==> src/rtl/pcs_pkg.sv <==
package pcs_pkg;
  localparam int ADDR_W    = 20;
  localparam int IO_ADDR_W = 16;
  localparam int WIN_BITS  = 7;
  localparam int NUM_WIN   = 8;
  localparam int LO_SELS   = 4;
  localparam int WIN_A2    = 5;
  localparam int WIN_A1    = 6;
  localparam int IDX_W     = $clog2(NUM_WIN);
  localparam int BLK_BITS  = WIN_BITS + IDX_W;
  localparam int BASE_W    = ADDR_W - BLK_BITS;
  localparam int IO_CMP_W  = IO_ADDR_W - BLK_BITS;
  localparam int DATA_W    = 16;
  localparam int CNT_W     = 4;
  localparam int LO_CODE_W = 3;
  localparam int HI_WAIT_W = 2;

  // register 0 layout
  localparam int LO_CODE_LSB  = 0;
  localparam int LO_RDY_BIT   = 3;
  localparam int LO_SPARE_BIT = 4;
  localparam int LO_IO_BIT    = 5;
  // register 1 layout
  localparam int HI_PIN_BIT   = 0;
  localparam int HI_IO_BIT    = 1;
  localparam int HI_RDY_BIT   = 2;
  localparam int HI_WAIT_LSB  = 3;

  typedef struct packed {
    logic [BASE_W-1:0]    base;
    logic                 io;
    logic                 rdy_ext;
    logic [LO_CODE_W-1:0] wcode;
  } lo_cfg_t;

  typedef struct packed {
    logic                 pin_addr;
    logic                 io;
    logic                 rdy_ext;
    logic [HI_WAIT_W-1:0] waits;
  } hi_cfg_t;

  function automatic logic [CNT_W-1:0] lo_waits(input logic [LO_CODE_W-1:0] code);
    case (code)
      3'd4:    return CNT_W'(5);
      3'd5:    return CNT_W'(7);
      3'd6:    return CNT_W'(9);
      3'd7:    return CNT_W'(15);
      default: return CNT_W'(code);
    endcase
  endfunction
endpackage

==> src/rtl/pcs_cfg_regs.sv <==
module pcs_cfg_regs
  import pcs_pkg::*;
(
  input  logic              clk_i,
  input  logic              rst_ni,
  input  logic              we_i,
  input  logic              sel_i,
  input  logic [DATA_W-1:0] wdata_i,
  output lo_cfg_t           lo_cfg_o,
  output hi_cfg_t           hi_cfg_o,
  output logic              armed_o
);
  lo_cfg_t lo_q;
  hi_cfg_t hi_q;
  logic    lo_wr_q, hi_wr_q;

  always_ff @(posedge clk_i or negedge rst_ni) begin
    if (!rst_ni) begin
      lo_q    <= '0;
      hi_q    <= '0;
      lo_wr_q <= 1'b0;
      hi_wr_q <= 1'b0;
    end else if (we_i) begin
      if (sel_i) begin
        hi_q.pin_addr <= wdata_i[HI_PIN_BIT];
        hi_q.io       <= wdata_i[HI_IO_BIT];
        hi_q.rdy_ext  <= wdata_i[HI_RDY_BIT];
        hi_q.waits    <= wdata_i[HI_WAIT_LSB +: HI_WAIT_W];
        hi_wr_q       <= 1'b1;
      end else begin
        lo_q.base    <= wdata_i[DATA_W-1 -: BASE_W];
        lo_q.io      <= wdata_i[LO_IO_BIT];
        lo_q.rdy_ext <= wdata_i[LO_RDY_BIT];
        lo_q.wcode   <= wdata_i[LO_CODE_LSB +: LO_CODE_W];
        lo_wr_q      <= 1'b1;
      end
    end
  end

  assign lo_cfg_o = lo_q;
  assign hi_cfg_o = hi_q;
  assign armed_o  = lo_wr_q & hi_wr_q;

  logic unused_bits;
  assign unused_bits = ^{wdata_i[LO_SPARE_BIT], wdata_i[DATA_W-1:HI_WAIT_LSB+HI_WAIT_W]};

  // once armed, stays armed until reset
  a_r2_arm_sticky: assert property (@(posedge clk_i) disable iff (!rst_ni)
    armed_o |=> armed_o);
endmodule

==> src/rtl/pcs_decode.sv <==
module pcs_decode
  import pcs_pkg::*;
(
  input  logic [ADDR_W-1:0] addr_i,
  input  logic              io_cyc_i,
  input  logic              armed_i,
  input  lo_cfg_t           lo_cfg_i,
  input  hi_cfg_t           hi_cfg_i,
  output logic [NUM_WIN-1:0] hit_o,
  output logic [CNT_W-1:0]  waits_o,
  output logic              rdy_ext_o
);
  logic [IDX_W-1:0] idx;
  logic mem_match, io_match, space_match_lo, space_match_hi, blk_lo, blk_hi, lo_any;

  assign idx       = addr_i[WIN_BITS +: IDX_W];
  assign mem_match = addr_i[ADDR_W-1 -: BASE_W] == lo_cfg_i.base;
  // I/O space: only the low IO_ADDR_W bits of the address take part
  assign io_match  = addr_i[IO_ADDR_W-1 -: IO_CMP_W] == lo_cfg_i.base[IO_CMP_W-1:0];

  assign space_match_lo = (io_cyc_i == lo_cfg_i.io) && (io_cyc_i ? io_match : mem_match);
  assign space_match_hi = (io_cyc_i == hi_cfg_i.io) && (io_cyc_i ? io_match : mem_match);
  assign blk_lo = armed_i && space_match_lo;
  assign blk_hi = armed_i && !hi_cfg_i.pin_addr && space_match_hi;

  for (genvar w = 0; w < NUM_WIN; w++) begin : g_win
    if (w < LO_SELS) begin : g_lo
      assign hit_o[w] = blk_lo && (idx == IDX_W'(w));
    end else if (w == WIN_A2 || w == WIN_A1) begin : g_hi
      assign hit_o[w] = blk_hi && (idx == IDX_W'(w));
    end else begin : g_none
      assign hit_o[w] = 1'b0;
    end
  end

  assign lo_any    = |hit_o[LO_SELS-1:0];
  assign waits_o   = lo_any ? lo_waits(lo_cfg_i.wcode) : CNT_W'(hi_cfg_i.waits);
  assign rdy_ext_o = lo_any ? lo_cfg_i.rdy_ext : hi_cfg_i.rdy_ext;

  logic unused_addr;
  assign unused_addr = ^addr_i[WIN_BITS-1:0];
endmodule

==> src/rtl/pcs_cycle_trk.sv <==
module pcs_cycle_trk
  import pcs_pkg::*;
(
  input  logic               clk_i,
  input  logic               rst_ni,
  input  logic               strobe_i,
  input  logic               ext_rdy_i,
  input  logic [NUM_WIN-1:0] hit_i,
  input  logic [CNT_W-1:0]   waits_i,
  input  logic               rdy_ext_i,
  output logic [NUM_WIN-1:0] sel_o,
  output logic               rdy_o
);
  logic               strobe_q, act_q, rdy_ext_q, start;
  logic [CNT_W-1:0]   cnt_q;
  logic [NUM_WIN-1:0] sel_q;

  assign start = strobe_i & ~strobe_q;

  always_ff @(posedge clk_i or negedge rst_ni) begin
    if (!rst_ni) begin
      strobe_q  <= 1'b0;
      act_q     <= 1'b0;
      rdy_ext_q <= 1'b0;
      cnt_q     <= '0;
      sel_q     <= '0;
    end else begin
      strobe_q <= strobe_i;
      if (!strobe_i) begin
        act_q <= 1'b0;
        sel_q <= '0;
        cnt_q <= '0;
      end else if (start) begin
        act_q     <= |hit_i;
        sel_q     <= hit_i;
        cnt_q     <= waits_i;
        rdy_ext_q <= rdy_ext_i;
      end else if (act_q && cnt_q != '0) begin
        cnt_q <= cnt_q - 1'b1;
      end
    end
  end

  assign sel_o = sel_q;
  assign rdy_o = act_q && (cnt_q == '0) && (!rdy_ext_q || ext_rdy_i);

  // select frozen for the rest of the strobe
  a_r10_hold: assert property (@(posedge clk_i) disable iff (!rst_ni)
    (strobe_q && strobe_i) |=> $stable(sel_q));
  // release on the edge that sees strobe low
  a_r10_release: assert property (@(posedge clk_i) disable iff (!rst_ni)
    !strobe_i |=> (sel_q == '0));
  // wait counter steps down by one per cycle
  a_r6_count_down: assert property (@(posedge clk_i) disable iff (!rst_ni)
    (act_q && strobe_q && strobe_i && cnt_q != '0) |=> (cnt_q == $past(cnt_q) - 1'b1));
  // ready only inside a decoded cycle
  a_r11_rdy_in_cycle: assert property (@(posedge clk_i) disable iff (!rst_ni)
    rdy_o |-> (|sel_q));
  // at most one select at a time
  a_r3_one_sel: assert property (@(posedge clk_i) disable iff (!rst_ni)
    $onehot0(sel_q));
endmodule

==> src/rtl/pcs_gen.sv <==
module pcs_gen
  import pcs_pkg::*;
(
  input  logic              clk_i,
  input  logic              rst_ni,
  input  logic [ADDR_W-1:0] addr_i,
  input  logic              io_cyc_i,
  input  logic              strobe_i,
  input  logic              ext_rdy_i,
  input  logic              cfg_we_i,
  input  logic              cfg_sel_i,
  input  logic [DATA_W-1:0] cfg_wdata_i,
  output logic [LO_SELS-1:0] cs_n_o,
  output logic              cs_a2_o,
  output logic              cs_a1_o,
  output logic              rdy_o
);
  localparam int A2_BIT = 2;
  localparam int A1_BIT = 1;

  lo_cfg_t            lo_cfg;
  hi_cfg_t            hi_cfg;
  logic               armed, rdy_ext;
  logic [NUM_WIN-1:0] hit, sel;
  logic [CNT_W-1:0]   waits;

  pcs_cfg_regs u_cfg (
    .clk_i    (clk_i),
    .rst_ni   (rst_ni),
    .we_i     (cfg_we_i),
    .sel_i    (cfg_sel_i),
    .wdata_i  (cfg_wdata_i),
    .lo_cfg_o (lo_cfg),
    .hi_cfg_o (hi_cfg),
    .armed_o  (armed)
  );

  pcs_decode u_dec (
    .addr_i    (addr_i),
    .io_cyc_i  (io_cyc_i),
    .armed_i   (armed),
    .lo_cfg_i  (lo_cfg),
    .hi_cfg_i  (hi_cfg),
    .hit_o     (hit),
    .waits_o   (waits),
    .rdy_ext_o (rdy_ext)
  );

  pcs_cycle_trk u_trk (
    .clk_i     (clk_i),
    .rst_ni    (rst_ni),
    .strobe_i  (strobe_i),
    .ext_rdy_i (ext_rdy_i),
    .hit_i     (hit),
    .waits_i   (waits),
    .rdy_ext_i (rdy_ext),
    .sel_o     (sel),
    .rdy_o     (rdy_o)
  );

  assign cs_n_o  = ~sel[LO_SELS-1:0];
  assign cs_a2_o = hi_cfg.pin_addr ? addr_i[A2_BIT] : ~sel[WIN_A2];
  assign cs_a1_o = hi_cfg.pin_addr ? addr_i[A1_BIT] : ~sel[WIN_A1];

  logic unused_sel;
  assign unused_sel = ^{sel[NUM_WIN-1], sel[LO_SELS]};

  // nothing asserts before both registers are written
  a_r2_quiet_unarmed: assert property (@(posedge clk_i) disable iff (!rst_ni)
    !armed |=> (&cs_n_o && (hi_cfg.pin_addr || (cs_a2_o && cs_a1_o))));
  // address-output mode keeps windows 5/6 from ever being captured
  a_r9_no_hi_sel: assert property (@(posedge clk_i) disable iff (!rst_ni)
    (hi_cfg.pin_addr && $stable(hi_cfg.pin_addr)) |=> !(sel[WIN_A2] || sel[WIN_A1]) || !$past(hi_cfg.pin_addr));
endmodule

==> config.mk <==
export PLATFORM = sky130hd
export DESIGN_NAME = pcs_gen
export DESIGN_NICKNAME = d
export VERILOG_FILES = /design/src/rtl/pcs_pkg.sv /design/src/rtl/pcs_cfg_regs.sv /design/src/rtl/pcs_decode.sv /design/src/rtl/pcs_cycle_trk.sv /design/src/rtl/pcs_gen.sv
export SDC_FILE = /design/constraint.sdc
export NUM_CORES = 1
export LEC_CHECK = 0
export CELL_PAD_IN_SITES_DETAIL_PLACEMENT = 0
export CELL_PAD_IN_SITES_GLOBAL_PLACEMENT = 1
export CORE_AREA = 5 5 82 84
export DETAILED_ROUTE_END_ITERATION = 10
export DIE_AREA = 0 0 87 89
export PLACE_DENSITY = 0.85
export SLEW_MARGIN = 0
export SYNTH_ARGS = -nofsm -noshare
export SYNTH_HDL_FRONTEND = slang
export SYNTH_HIERARCHICAL = 1
export SYNTH_SLANG_ARGS = --single-unit
==> constraint.sdc <==
create_clock -name clk_i -period 2.35 [get_ports clk_i]
set_clock_uncertainty 0.15 [all_clocks]
set_input_delay 0.47 -clock clk_i [delete_from_list [all_inputs] [get_ports clk_i]]
set_output_delay 0.47 -clock clk_i [all_outputs]
set_load 0.02 [all_outputs]
==> flow_results.xml <==
<?xml version="1.0" encoding="UTF-8"?>
<metrics>
  <group name="layout">
    <metric name="leading_cell_types_in_the_layout_fill_and_taps_excluded" unit="">sky130_fd_sc_hd__clkdlybuf4s50_1, sky130_fd_sc_hd__dfrtp_1, sky130_fd_sc_hd__mux2_2</metric>
    <metric name="layout_commonest_cell" unit="">sky130_fd_sc_hd__clkdlybuf4s50_1</metric>
    <metric name="stdcell_count" unit="">287</metric>
    <metric name="insertedDiodeCount" unit="">0</metric>
    <metric name="num-nets-final" unit="">256</metric>
    <metric name="layout.filler_cells" unit="">549</metric>
    <metric name="area_growth" unit="%">34.0</metric>
    <metric name="final_layout_size_suffix_gt1_frac" unit="">0.269</metric>
    <metric name="layout.core_utilization" unit="">0.440</metric>
  </group>
  <group name="die">
    <metric name="rows" unit="">28</metric>
    <metric name="fp.dieH" unit="microns">89</metric>
    <metric name="floorplan.die.width" unit="microns">87</metric>
    <metric name="die_area" unit="sq mm">0.00774</metric>
    <metric name="initial_utilization" unit="">0.328</metric>
    <metric name="core_region_area" unit="sq mm">0.00585</metric>
    <metric name="ios" unit="">50</metric>
  </group>
  <group name="critical_path">
    <metric name="critical_path.startpoint" unit="">addr_i[1]</metric>
    <metric name="worstSetupPathDepth" unit="">4</metric>
    <metric name="crit_path_buf_inv_count" unit="">2</metric>
    <metric name="critical_path.cell_chain" unit="">clkdlybuf4s50_1 &gt; nand2_1 &gt; o21ai_1 &gt; clkdlybuf4s50_1</metric>
    <metric name="critPathCapture" unit="">cs_a1_o</metric>
    <metric name="cp_slowest_cell" unit="">sky130_fd_sc_hd__clkdlybuf4s50_1</metric>
    <metric name="timing.critical_path.to_type" unit="">primary output</metric>
    <metric name="crit_required" unit="ns">1.73</metric>
    <metric name="worst_r2r_endpoint" unit="">u_trk/cnt_q[1]</metric>
    <metric name="crit_path_frequent_cell" unit="">sky130_fd_sc_hd__clkdlybuf4s50_1</metric>
    <metric name="timing_worst_setup_path_type" unit="">primary input to primary output</metric>
    <metric name="timing.reg2reg.worst_path_depth" unit="">6</metric>
    <metric name="critical_register_to_register_path_startpoint" unit="">u_cfg/lo_cfg_o[7]</metric>
    <metric name="crit_path_max_fanout" unit="">1</metric>
    <metric name="timing.critical_path.arrival" unit="ns">1.66</metric>
    <metric name="timing.critical_path.from_type" unit="">primary input</metric>
    <metric name="worst_path_max_stage_delay" unit="ns">0.62</metric>
    <metric name="critical_path.top_delay_family" unit="">buffers and inverters</metric>
    <metric name="reg2reg_setup_slack" unit="ns">0.18</metric>
  </group>
  <group name="sta">
    <metric name="timing.final.crit_period" unit="ns">2.28</metric>
    <metric name="timing.final.ws_setup" unit="ns">0.0696</metric>
    <metric name="fmaxAchievable" unit="MHz">439</metric>
    <metric name="slew_headroom" unit="">0.601</metric>
    <metric name="timing.final.setup_violations" unit="">0</metric>
    <metric name="worstMarginPinSlew" unit="ns">0.598</metric>
    <metric name="maxSlewViolCount" unit="">0</metric>
    <metric name="unrepaired_setup_endpoints_after_global_routing" unit="">false</metric>
    <metric name="timing.final.crit_share" unit="">0.970</metric>
    <metric name="final_hold_viol_count" unit="">0</metric>
    <metric name="finalHoldWorstSlack" unit="ns">0.307</metric>
  </group>
  <group name="clocking">
    <metric name="clk_pin_slew" unit="ns">0.07</metric>
    <metric name="cts_tree" unit="">done</metric>
    <metric name="cts_max_path_buffers" unit="">2</metric>
    <metric name="cts_setup_buffers" unit="">0</metric>
    <metric name="htree_num_levels" unit="">2</metric>
    <metric name="cts-buffers-inserted" unit="">5</metric>
    <metric name="worstSkewPairLatency" unit="ns">0.28</metric>
    <metric name="clock_root_buffer" unit="">sky130_fd_sc_hd__clkbuf_8</metric>
    <metric name="cts_sinks" unit="">35</metric>
    <metric name="post_cts_hold_buffers" unit="">0</metric>
  </group>
  <group name="drt">
    <metric name="vias_per_cell" unit="">4.59</metric>
    <metric name="detailed_route_wl" unit="microns">3860</metric>
    <metric name="postRouteAntennaNets" unit="">0</metric>
    <metric name="routed-via-count" unit="">1317</metric>
    <metric name="drt_pre_antenna_iters" unit="">4</metric>
    <metric name="post-route-drc-count" unit="">0</metric>
    <metric name="wire_per_inst" unit="microns">13.4</metric>
    <metric name="first_iter_violations" unit="">75</metric>
  </group>
  <group name="global_route">
    <metric name="antenna_found_initial" unit="">0</metric>
    <metric name="grt_pass1_vias" unit="">1398</metric>
    <metric name="grt.overflow.total" unit="">0</metric>
    <metric name="overall_routing_resource_usage" unit="">0.112</metric>
    <metric name="maximum_number_of_pins_on_one_net_before_global_route_repair" unit="">36</metric>
    <metric name="grt_first_pass_wirelength" unit="microns">6730</metric>
  </group>
  <group name="placement">
    <metric name="numPlacedInstances" unit="">279</metric>
    <metric name="dp_slack" unit="ns">-0.361</metric>
    <metric name="place.port_buffers" unit="">44</metric>
    <metric name="gp_congestion" unit="">0.789</metric>
    <metric name="dp_hpwl" unit="microns">2910</metric>
  </group>
  <group name="synth">
    <metric name="synth_area_per_cell" unit="sq um">12.2</metric>
    <metric name="synthesis.area" unit="sq mm">0.00192</metric>
    <metric name="synth.yosys.warnings" unit="">6</metric>
    <metric name="synthesis.instances" unit="">158</metric>
  </group>
  <group name="power">
    <metric name="static-leakage-power" unit="nW">1.14</metric>
    <metric name="ir_worst_vdd" unit="mV">0.300</metric>
    <metric name="tot_pwr" unit="mW">1.54</metric>
    <metric name="powerDensity" unit="mW/mm^2">597</metric>
  </group>
  <group name="flow_run">
    <metric name="number_of_violations_of_the_max_capacitance_limit" unit="">0</metric>
  </group>
  <group name="outcome">
    <metric name="run_status" unit="">completed</metric>
  </group>
  <group name="min_path">
    <metric name="timing.hold.worst.class" unit="">register to register</metric>
  </group>
</metrics>
final cells by class:
cell class	count	area (sq um)	share of cell area
Clock buffer	8	100	0.0389
Tap cell	75	93.8	0.0364
Timing Repair Buffer	52	502	0.195
Inverter	11	41.3	0.0160
Sequential cell	35	876	0.340
Multi-Input combinational cell	106	963	0.374
metal layers:
layer	global-route usage	up-vias	routed length, microns
met5	0	-	0
met4	0.0382	0	54
met3	0.0396	5	277
met2	0.189	34	1870
met1	0.133	628	1660
li1	-	650	-
worst min path at each step:
stage / startpoint / end / cells after the start
after floorplan: rst_ni / u_cfg/hi_cfg_o[0] / 0
after global placement: u_cfg/lo_wr_q / u_cfg/lo_wr_q / 1
after detailed placement: u_cfg/lo_wr_q / u_cfg/lo_wr_q / 1
after CTS: u_cfg/lo_wr_q / u_cfg/lo_wr_q / 1
after global routing: u_cfg/hi_wr_q / u_cfg/hi_wr_q / 1
final: u_cfg/hi_wr_q / u_cfg/hi_wr_q / 1
state kept, by name (all words and copies together) (netlist names):
register	cells
u_cfg/hi_cfg_o	5
u_cfg/lo_cfg_o	15
u_cfg/lo_wr_q	1
u_trk/rdy_ext_q	1
u_cfg/hi_wr_q	1
u_trk/strobe_q	1
u_trk/cnt_q	4
u_trk/act_q	1
u_trk/sel_o	6
metrics by stage:
step | TNS [ns] | instance area [sq um]
after floorplan | 0 | 1930
after global placement | -1.97 | 2460
after detailed placement | -2.07 | 2460
after CTS | 0 | 2550
after global routing | 0 | 2580
final | 0 | 2580
what timing repair did:
| action | CTS | global route |
|---|---|---|
| setup endpoints to repair | 3 | 5 |
| pin swaps | 3 | 3 |
| endpoints found under the hold margin | 0 | 0 |
| gates resized for setup | 4 | 8 |
power by group:
| group | internal, mW | switching [mW] |
|---|---|---|
| Combinational | 0.213 | 0.128 |
| Sequential | 0.665 | 0.0539 |
| Clock | 0.267 | 0.211 |
Power figures use the tool's default switching activity.
